**src/rtl/lcd_fetch_pkg.sv**
```systemverilog
package lcd_fetch_pkg;
  typedef enum logic [1:0] {S_IDLE, S_REQ, S_DATA, S_HOLD} fetch_state_e;

  localparam logic [2:0] REG_WINDOW = 3'd0;
  localparam logic [2:0] REG_CTRL   = 3'd1;
  localparam logic [2:0] REG_STATUS = 3'd2;
  localparam logic [2:0] REG_IE_SET = 3'd3;
  localparam logic [2:0] REG_IE_CLR = 3'd4;

  localparam int NSTAT   = 4;
  localparam int BIT_EOF = 0;
  localparam int BIT_PAL = 1;
  localparam int BIT_DONE = 2;
  localparam int BIT_UFL = 3;

  localparam int PAL_BYTES  = 32;
  localparam int MAX_BCODE  = 4;
  localparam int THR_LSB    = 8;
endpackage

```
**src/rtl/lcd_fetch_fifo.sv**
```systemverilog
module lcd_fetch_fifo #(
  parameter int DW = 32,
  parameter int DEPTH = 16,
  parameter int CW = 5
) (
  input  logic          clk_i,
  input  logic          rst_ni,
  input  logic          push_i,
  input  logic [DW-1:0] data_i,
  input  logic          pop_i,
  output logic [DW-1:0] data_o,
  output logic          valid_o,
  output logic [CW-1:0] count_o
);
  localparam int PW = $clog2(DEPTH);

  logic [DW-1:0] mem_q [DEPTH];
  logic [PW-1:0] wp_q, rp_q;
  logic [CW-1:0] cnt_q;
  logic do_pop, do_push;

  assign valid_o = (cnt_q != '0);
  assign do_pop  = pop_i && valid_o;
  assign do_push = push_i;
  assign data_o  = mem_q[rp_q];
  assign count_o = cnt_q;

  always_ff @(posedge clk_i or negedge rst_ni) begin
    if (!rst_ni) begin
      wp_q  <= '0;
      rp_q  <= '0;
      cnt_q <= '0;
    end else begin
      if (do_push) wp_q <= wp_q + 1'b1;
      if (do_pop)  rp_q <= rp_q + 1'b1;
      case ({do_push, do_pop})
        2'b10:   cnt_q <= cnt_q + 1'b1;
        2'b01:   cnt_q <= cnt_q - 1'b1;
        default: cnt_q <= cnt_q;
      endcase
    end
  end

  always_ff @(posedge clk_i) begin
    if (do_push) mem_q[wp_q] <= data_i;
  end

  // engine must never push into a full FIFO
  assert_no_overflow_R3: assert property (@(posedge clk_i) disable iff (!rst_ni)
    push_i |-> (cnt_q < CW'(DEPTH)));

  assert_count_bounded_R2: assert property (@(posedge clk_i) disable iff (!rst_ni)
    cnt_q <= CW'(DEPTH));
endmodule

```
**src/rtl/lcd_fetch_regs.sv**
```systemverilog
module lcd_fetch_regs
  import lcd_fetch_pkg::*;
#(
  parameter int AW = 32,
  parameter int CW = 5
) (
  input  logic             clk_i,
  input  logic             rst_ni,
  input  logic             reg_we_i,
  input  logic [2:0]       reg_addr_i,
  input  logic [63:0]      reg_wdata_i,
  input  logic [NSTAT-1:0] set_i,
  output logic [AW-1:0]    base_o,
  output logic [AW-1:0]    ceil_o,
  output logic             en_o,
  output logic             pal_mode_o,
  output logic [2:0]       bcode_o,
  output logic [CW-1:0]    thr_o,
  output logic [NSTAT-1:0] status_o,
  output logic             irq_o
);
  logic [AW-1:0]    base_q, ceil_q;
  logic             en_q, pal_q;
  logic [2:0]       bcode_q;
  logic [CW-1:0]    thr_q;
  logic [NSTAT-1:0] stat_q, ie_q, stat_clr, ie_set, ie_clr;
  logic             irq_q;

  always_comb begin
    stat_clr = '0;
    ie_set   = '0;
    ie_clr   = '0;
    if (reg_we_i) begin
      if (reg_addr_i == REG_STATUS) stat_clr = reg_wdata_i[NSTAT-1:0];
      if (reg_addr_i == REG_IE_SET) ie_set   = reg_wdata_i[NSTAT-1:0];
      if (reg_addr_i == REG_IE_CLR) ie_clr   = reg_wdata_i[NSTAT-1:0];
    end
  end

  always_ff @(posedge clk_i or negedge rst_ni) begin
    if (!rst_ni) begin
      base_q  <= '0;
      ceil_q  <= '0;
      en_q    <= 1'b0;
      pal_q   <= 1'b0;
      bcode_q <= '0;
      thr_q   <= '0;
      stat_q  <= '0;
      ie_q    <= '0;
      irq_q   <= 1'b0;
    end else begin
      if (reg_we_i && reg_addr_i == REG_WINDOW) begin
        base_q <= reg_wdata_i[AW-1:0];
        ceil_q <= reg_wdata_i[32 +: AW];
      end
      if (reg_we_i && reg_addr_i == REG_CTRL) begin
        en_q    <= reg_wdata_i[0];
        pal_q   <= reg_wdata_i[1];
        bcode_q <= reg_wdata_i[4:2];
        thr_q   <= reg_wdata_i[THR_LSB +: CW];
      end
      stat_q <= (stat_q & ~stat_clr) | set_i;
      ie_q   <= (ie_q | ie_set) & ~ie_clr;
      irq_q  <= |(stat_q & ie_q);
    end
  end

  assign base_o     = base_q;
  assign ceil_o     = ceil_q;
  assign en_o       = en_q;
  assign pal_mode_o = pal_q;
  assign bcode_o    = bcode_q;
  assign thr_o      = thr_q;
  assign status_o   = stat_q;
  assign irq_o      = irq_q;

  assert_w1c_eof_R11: assert property (@(posedge clk_i) disable iff (!rst_ni)
    (reg_we_i && reg_addr_i == REG_STATUS && reg_wdata_i[BIT_EOF] && !set_i[BIT_EOF])
      |=> !status_o[BIT_EOF]);

  assert_sticky_ufl_R10: assert property (@(posedge clk_i) disable iff (!rst_ni)
    (status_o[BIT_UFL] && !(reg_we_i && reg_addr_i == REG_STATUS && reg_wdata_i[BIT_UFL]))
      |=> status_o[BIT_UFL]);

  assert_irq_masked_R12: assert property (@(posedge clk_i) disable iff (!rst_ni)
    (ie_q == '0 && !(reg_we_i && reg_addr_i == REG_IE_SET)) |=> !irq_o);
endmodule

```
**src/rtl/lcd_fetch_engine.sv**
```systemverilog
module lcd_fetch_engine
  import lcd_fetch_pkg::*;
#(
  parameter int AW = 32,
  parameter int DW = 32,
  parameter int CW = 5
) (
  input  logic          clk_i,
  input  logic          rst_ni,
  input  logic          en_i,
  input  logic          pal_mode_i,
  input  logic [2:0]    bcode_i,
  input  logic [AW-1:0] base_i,
  input  logic [AW-1:0] ceil_i,
  input  logic [CW-1:0] fifo_free_i,
  output logic          mem_req_o,
  output logic [AW-1:0] mem_addr_o,
  output logic [4:0]    mem_len_o,
  input  logic          mem_gnt_i,
  input  logic          mem_rvalid_i,
  input  logic [DW-1:0] mem_rdata_i,
  output logic          push_o,
  output logic [DW-1:0] push_data_o,
  output logic          eof_o,
  output logic          pal_done_o,
  output logic          frame_done_o,
  output logic          active_o
);
  localparam int BYTES     = DW / 8;
  localparam int SH        = $clog2(BYTES);
  localparam int LW        = AW - SH + 1;
  localparam int PAL_WORDS = PAL_BYTES / BYTES;

  fetch_state_e  state_q;
  logic [AW-1:0] addr_q;
  logic [LW-1:0] left_q, frame_words_c;
  logic          pal_q;
  logic [4:0]    bwords_q, len_q, beat_q, len_c;
  logic          start_ok, space_ok, beat, last_word;

  assign start_ok = en_i && (bcode_i <= 3'(MAX_BCODE));

  always_comb begin
    if (pal_mode_i) frame_words_c = LW'(PAL_WORDS);
    else            frame_words_c = LW'((ceil_i - base_i) >> SH) + LW'(1);
  end

  always_comb begin
    if (left_q < LW'(bwords_q)) len_c = left_q[4:0];
    else                        len_c = bwords_q;
  end

  assign space_ok  = pal_q || (32'(fifo_free_i) >= 32'(len_c));
  assign beat      = (state_q == S_DATA) && mem_rvalid_i;
  assign last_word = beat && (left_q == LW'(1));

  always_ff @(posedge clk_i or negedge rst_ni) begin
    if (!rst_ni) begin
      state_q  <= S_IDLE;
      addr_q   <= '0;
      left_q   <= '0;
      pal_q    <= 1'b0;
      bwords_q <= 5'd1;
      len_q    <= '0;
      beat_q   <= '0;
    end else begin
      unique case (state_q)
        S_IDLE: begin
          if (start_ok) begin
            addr_q   <= base_i;
            left_q   <= frame_words_c;
            pal_q    <= pal_mode_i;
            bwords_q <= 5'd1 << bcode_i;
            state_q  <= S_REQ;
          end
        end
        S_REQ: begin
          if (mem_req_o && mem_gnt_i) begin
            len_q   <= len_c;
            beat_q  <= '0;
            state_q <= S_DATA;
          end
        end
        S_DATA: begin
          if (mem_rvalid_i) begin
            addr_q <= addr_q + AW'(BYTES);
            left_q <= left_q - LW'(1);
            beat_q <= beat_q + 5'd1;
            if (left_q == LW'(1)) begin
              if (pal_q) begin
                state_q <= S_HOLD;
              end else if (start_ok) begin
                // frame boundary: the window pair is sampled here only
                addr_q   <= base_i;
                left_q   <= frame_words_c;
                pal_q    <= pal_mode_i;
                bwords_q <= 5'd1 << bcode_i;
                state_q  <= S_REQ;
              end else begin
                state_q <= S_IDLE;
              end
            end else if (beat_q == len_q - 5'd1) begin
              state_q <= S_REQ;
            end
          end
        end
        S_HOLD: begin
          if (!en_i) state_q <= S_IDLE;
        end
        default: state_q <= S_IDLE;
      endcase
    end
  end

  assign mem_req_o    = (state_q == S_REQ) && space_ok;
  assign mem_addr_o   = addr_q;
  assign mem_len_o    = len_c;
  assign push_o       = beat && !pal_q;
  assign push_data_o  = mem_rdata_i;
  assign eof_o        = last_word && !pal_q;
  assign pal_done_o   = last_word && pal_q;
  assign frame_done_o = last_word && !pal_q && !en_i;
  assign active_o     = ((state_q == S_REQ) || (state_q == S_DATA)) && !pal_q;

  assert_req_hold_R3: assert property (@(posedge clk_i) disable iff (!rst_ni)
    (mem_req_o && !mem_gnt_i) |=> (mem_req_o && $stable(mem_addr_o) && $stable(mem_len_o)));

  assert_burst_len_R3: assert property (@(posedge clk_i) disable iff (!rst_ni)
    mem_req_o |-> (mem_len_o != 5'd0 && mem_len_o <= bwords_q));

  assert_quiet_after_stop_R8: assert property (@(posedge clk_i) disable iff (!rst_ni)
    frame_done_o |=> !mem_req_o);

  assert_invalid_code_idle_R4: assert property (@(posedge clk_i) disable iff (!rst_ni)
    (state_q == S_IDLE && bcode_i > 3'(MAX_BCODE)) |=> !mem_req_o);
endmodule

```
**src/rtl/lcd_fetch_seq.sv**
```systemverilog
module lcd_fetch_seq
  import lcd_fetch_pkg::*;
#(
  parameter int AW = 32,
  parameter int DW = 32,
  parameter int DEPTH = 16
) (
  input  logic             clk_i,
  input  logic             rst_ni,
  input  logic             reg_we_i,
  input  logic [2:0]       reg_addr_i,
  input  logic [63:0]      reg_wdata_i,
  output logic [NSTAT-1:0] status_o,
  output logic             irq_o,
  output logic             mem_req_o,
  output logic [AW-1:0]    mem_addr_o,
  output logic [4:0]       mem_len_o,
  input  logic             mem_gnt_i,
  input  logic             mem_rvalid_i,
  input  logic [DW-1:0]    mem_rdata_i,
  input  logic             pix_pop_i,
  output logic [DW-1:0]    pix_data_o,
  output logic             pix_valid_o,
  output logic             pix_ready_o
);
  localparam int CW = $clog2(DEPTH) + 1;

  logic [AW-1:0]    base, ceil;
  logic             en, pal_mode, push, eof, pal_done, frame_done, eng_active;
  logic [2:0]       bcode;
  logic [CW-1:0]    thr, fifo_cnt, fifo_free;
  logic [DW-1:0]    push_data;
  logic [NSTAT-1:0] stat_set;
  logic             cons_q, ufl;

  assign fifo_free = CW'(DEPTH) - fifo_cnt;
  assign ufl       = pix_pop_i && !pix_valid_o && cons_q;

  always_comb begin
    stat_set           = '0;
    stat_set[BIT_EOF]  = eof;
    stat_set[BIT_PAL]  = pal_done;
    stat_set[BIT_DONE] = frame_done;
    stat_set[BIT_UFL]  = ufl;
  end

  lcd_fetch_regs #(.AW(AW), .CW(CW)) u_regs (
    .clk_i, .rst_ni, .reg_we_i, .reg_addr_i, .reg_wdata_i,
    .set_i(stat_set), .base_o(base), .ceil_o(ceil), .en_o(en),
    .pal_mode_o(pal_mode), .bcode_o(bcode), .thr_o(thr),
    .status_o, .irq_o
  );

  lcd_fetch_engine #(.AW(AW), .DW(DW), .CW(CW)) u_engine (
    .clk_i, .rst_ni, .en_i(en), .pal_mode_i(pal_mode), .bcode_i(bcode),
    .base_i(base), .ceil_i(ceil), .fifo_free_i(fifo_free),
    .mem_req_o, .mem_addr_o, .mem_len_o, .mem_gnt_i, .mem_rvalid_i, .mem_rdata_i,
    .push_o(push), .push_data_o(push_data), .eof_o(eof), .pal_done_o(pal_done),
    .frame_done_o(frame_done), .active_o(eng_active)
  );

  lcd_fetch_fifo #(.DW(DW), .DEPTH(DEPTH), .CW(CW)) u_fifo (
    .clk_i, .rst_ni, .push_i(push), .data_i(push_data), .pop_i(pix_pop_i),
    .data_o(pix_data_o), .valid_o(pix_valid_o), .count_o(fifo_cnt)
  );

  // consumption window: opens at threshold, closes when the engine idles
  always_ff @(posedge clk_i or negedge rst_ni) begin
    if (!rst_ni)                 cons_q <= 1'b0;
    else if (!eng_active)        cons_q <= 1'b0;
    else if (fifo_cnt >= thr)    cons_q <= 1'b1;
  end

  assign pix_ready_o = cons_q;

  assert_underflow_flag_R10: assert property (@(posedge clk_i) disable iff (!rst_ni)
    (pix_pop_i && !pix_valid_o && pix_ready_o) |=> status_o[BIT_UFL]);
endmodule

```
**config.mk**
```make
export PLATFORM = sky130hd
export DESIGN_NAME = lcd_fetch_seq
export DESIGN_NICKNAME = d
export VERILOG_FILES = /design/src/rtl/lcd_fetch_pkg.sv /design/src/rtl/lcd_fetch_fifo.sv /design/src/rtl/lcd_fetch_regs.sv /design/src/rtl/lcd_fetch_engine.sv /design/src/rtl/lcd_fetch_seq.sv
export SDC_FILE = /design/constraint.sdc
export NUM_CORES = 1
export LEC_CHECK = 0
export ABC_CLOCK_PERIOD_IN_PS = 6400
export BUFFER_PORTS_ARGS = -buffer_cell sky130_fd_sc_hd__buf_2
export CAP_MARGIN = 20
export CORE_MARGIN = 5
export CORE_UTILIZATION = 40
export CTS_CLUSTER_SIZE = 10
export DETAILED_ROUTE_END_ITERATION = 12
export PLACE_DENSITY = 0.57
export SLEW_MARGIN = 20
export SYNTH_ARGS = -nofsm -noshare
export SYNTH_HDL_FRONTEND = slang
export SYNTH_SLANG_ARGS = --single-unit
```
**constraint.sdc**
```tcl
create_clock -name clk_i -period 6.4 [get_ports clk_i]
set_input_delay 1.28 -clock clk_i [delete_from_list [all_inputs] [get_ports clk_i]]
set_output_delay 1.28 -clock clk_i [all_outputs]
set_load 0.02 [all_outputs]
```
==> results.yml <==
status:
  status: "finished, final reports clean"
global_route:
  grt_first_pass_wirelength_um: 118000
  grt-ovfl-total: 0
  antenna_found_initial: 7
  grt_pass1_vias: 19800
  grt_max_degree: 76
  grt_use_total: 0.182
cells_and_area:
  multiInputGateArea_sq_mm: 0.0107
  fin_area_sq_mm: 0.0358
  areaGrowthSynthToFinish_pct: 14.9
  register_area_sq_mm: 0.0198
  nNetsFinal: 2504
  n_fill_cell: 6842
  drive_gt1_frac: 0.238
  final_util: 0.462
sta:
  drv_slew: 0
  worst_pin_slew_ns: 0.992
  setup_viol: 0
  rsz0062_at_grt: "no"
  relSlewSlack: 0.339
  post-route-min-period_ns: 5.92
  tns_ns: 0
  max_freq_mhz: 169
  period_share: 0.925
  finalHoldViolCount: 0
  skew_ns: 0.0476
cts:
  cts_hold_buffers: 0
  clk_pin_slew_ns: 0.06
  clkLatencyLatePin_ns: 0.65
  cts_resized: 0
  cts_max_level: 3
  cts_tree: "built"
  clockBufferDepth: 3
  cts_buffers: 82
  cts_post_setup_buffers_inserted: 0
  root_buffer: "clkbuf_16"
  cts.sinks: 690
placed_design:
  hpwl_um: 48300
  routabilityCongestion: 0.837
  placed_area_sq_mm: 0.0333
  port_buffers: 181
drt:
  wire_per_inst_um: 22.2
  routed_via_density: 5.57
  wl_um: 75900
  vias: 19000
  post-route-drc-count: 0
  drt-initial-drc-count: 1477
  drt_first_pass_iters: 5
  ant_nets: 0
setup_path:
  critical_path_class: "flip-flop to output port"
  worstPathRequired_ns: 5.12
  setup.worst_path.end_class: "output port"
  start_kind: "flip-flop"
  cp.arrival_ns: 4.64
  crit_path_max_fanout: 9
floorplanning:
  core_area_sq_mm: 0.0773
  start_util: 0.402
  boundaryPins: 182
  die-area_sq_mm: 0.0835
  die_width_um: 289
  die_h_um: 289
  fp-row-count: 102
synth:
  ys_seq_elements: 690
  syn-num-nets: 2303
  syn_area_per_cell_sq_um: 14.6
  ys_seq_area_frac: 0.637
  postSynthCellCount: 2132
  ys_async_sr_fraction: 0.258
  post_synth_num_cell_types: 84
  ys_warn_count: 0
  netlist_area_sq_mm: 0.0311
  synth_ff_type: "edfxtp_1"
  synth_edf_count: 512
power_and_ir_drop:
  ir_worst_vdd_mv: 0.204
  p_leak_nw: 12.7
  power_density_mw_per_mm2: 451
flow_run:
  max_cap_violations: 0
worst_hold_path:
  hold_path_class: "flip-flop to flip-flop"
[power breakdown]
part,internal [mW],switching (mW),leakage [nW]
Sequential,5.27,0.594,6.76
Clock,2.49,1.78,1.18
Combinational,2.56,3.45,4.80
[layout by cell type (no fill, tap or decap), types with 11 or more instances in the layout]
cell type    n
inv_1       81
a31oi_1     12
nand4_1     30
and2_2      16
mux4_2     160
nand3_1     40
nor2_1     111
a21oi_1    111
clkbuf_16   83
ha_1        65
xor2_1      31
dfrtp_1    173
buf_2      180
xnor2_1     31
nor3_1      48
nor2b_1     11
nand2_1    151
o22ai_1     11
edfxtp_1   512
buf_4       32
clkbuf_1    22
a21o_1      16
and3_1      12
o21ai_0    161
mux2_2      40
nor4_1      16
[critical path, stage by stage, from the launching register on]
cell and delay (ns):
dfrtp_1 0.43, or4_1 0.62, nor4_1 0.49, nand4_1 0.19, a21oi_1 0.46, mux2_2 0.43
ha_1 0.27, nand2b_1 0.14, a21o_1 0.18, a21o_1 0.17, a21oi_1 0.16, nor2b_1 0.08
o31a_1 0.25, buf_2 0.16
[final timing paths]
kind	startpoint	endpoint	slack, ns	cells past startpoint
setup / recovery	u_engine.left_q[25]	mem_req_o	0.48	13
hold / removal	u_engine.bwords_q[3]	u_engine.bwords_q[3]	0.48	2
max in group asynchronous	rst_ni	u_regs.ceil_o[20]	4.46	2
hold reg to reg	u_engine.bwords_q[3]	u_engine.bwords_q[3]	0.48	2
min in group asynchronous	rst_ni	u_regs.ceil_o[3]	0.60	1
setup reg to reg	u_engine.left_q[25]	u_engine.beat_q[3]	1.68	16
[sequential cells by signal (all words and copies together) (netlist names)]
register / count
u_engine.left_q: 31
u_engine.len_q: 5
pix_ready_o: 1
u_fifo.mem_q: 512
u_regs.ceil_o: 32
u_regs.thr_o: 5
u_fifo.wp_q: 4
u_regs.status_o: 4
u_regs.ie_q: 4
u_engine.state_q: 2
u_regs.base_o: 32
u_regs.en_o: 1
u_fifo.count_o: 5
u_engine.mem_addr_o: 32
u_engine.bwords_q: 5
u_fifo.rp_q: 4
u_regs.pal_mode_o: 1
u_engine.pal_q: 1
u_regs.bcode_o: 3
u_engine.beat_q: 5
u_regs.irq_o: 1
[synthesized netlist by cell type, types with 16 or more instances]
cell type	number	area, sq um
ha_1	65	813
nand2_1	151	567
dfrtp_1	177	4430
buf_1	19	71.3
a21oi_1	111	556
nor4_1	16	100
clkbuf_1	68	255
and2_1	23	144
edfxtp_1	512	15400
mux2_2	40	450
xor2_1	31	272
mux4_2	160	3600
inv_1	81	304
nor2_1	111	417
nand4_1	30	188
nor3_1	48	240
o21ai_0	162	811
xnor2_1	31	272
a21o_1	16	120
nand3_1	40	200
[stage by stage]
stage | instances | power [mW] | hold slack (ns) | setup WS (ns)
detailed placement | 3289 | 12.0 | 0.469 | 1.10
CTS | 3410 | 16.3 | 0.490 | 0.396
global placement | 3288 | 11.9 | 0.474 | 1.16
floorplan | 2132 | 10.2 | 0.443 | 1.67
global route | 3410 | 17.1 | 0.501 | 0.217
finish | 3412 | 16.1 | 0.482 | 0.477
[routing by layer]
layer / global-route usage / vias up / routed length, um
met4: 0.0468 / 4 / 1470
met2: 0.320 / 516 / 39000
met5: 0 / - / 26
li1: - / 8681 / -
met1: 0.235 / 9697 / 31700
met3: 0.0329 / 105 / 3720
[cells by family after synthesis]
| logic type | after synthesis | share of synthesized area |
|---|---|---|
| AOI/OAI and AO/OA | 423 | 0.0828 |
| xor gates and xnor gates | 62 | 0.0174 |
| adders and majority gates | 66 | 0.0268 |
| buffers and inverters | 180 | 0.0224 |
| DFF | 690 | 0.637 |
| muxes | 204 | 0.132 |
| and+or+nand+nor | 507 | 0.0819 |
[final cells by class]
type	count	area share
sequential	690	0.555
timing repair buffer	216	0.0340
multi-input combinational	1262	0.298
clock buffer	111	0.0627
tap	1040	0.0364
clock inverter	10	0.00581
inverter	81	0.00850
antenna	2	0.000140
Power figures use the tool's default switching activity.
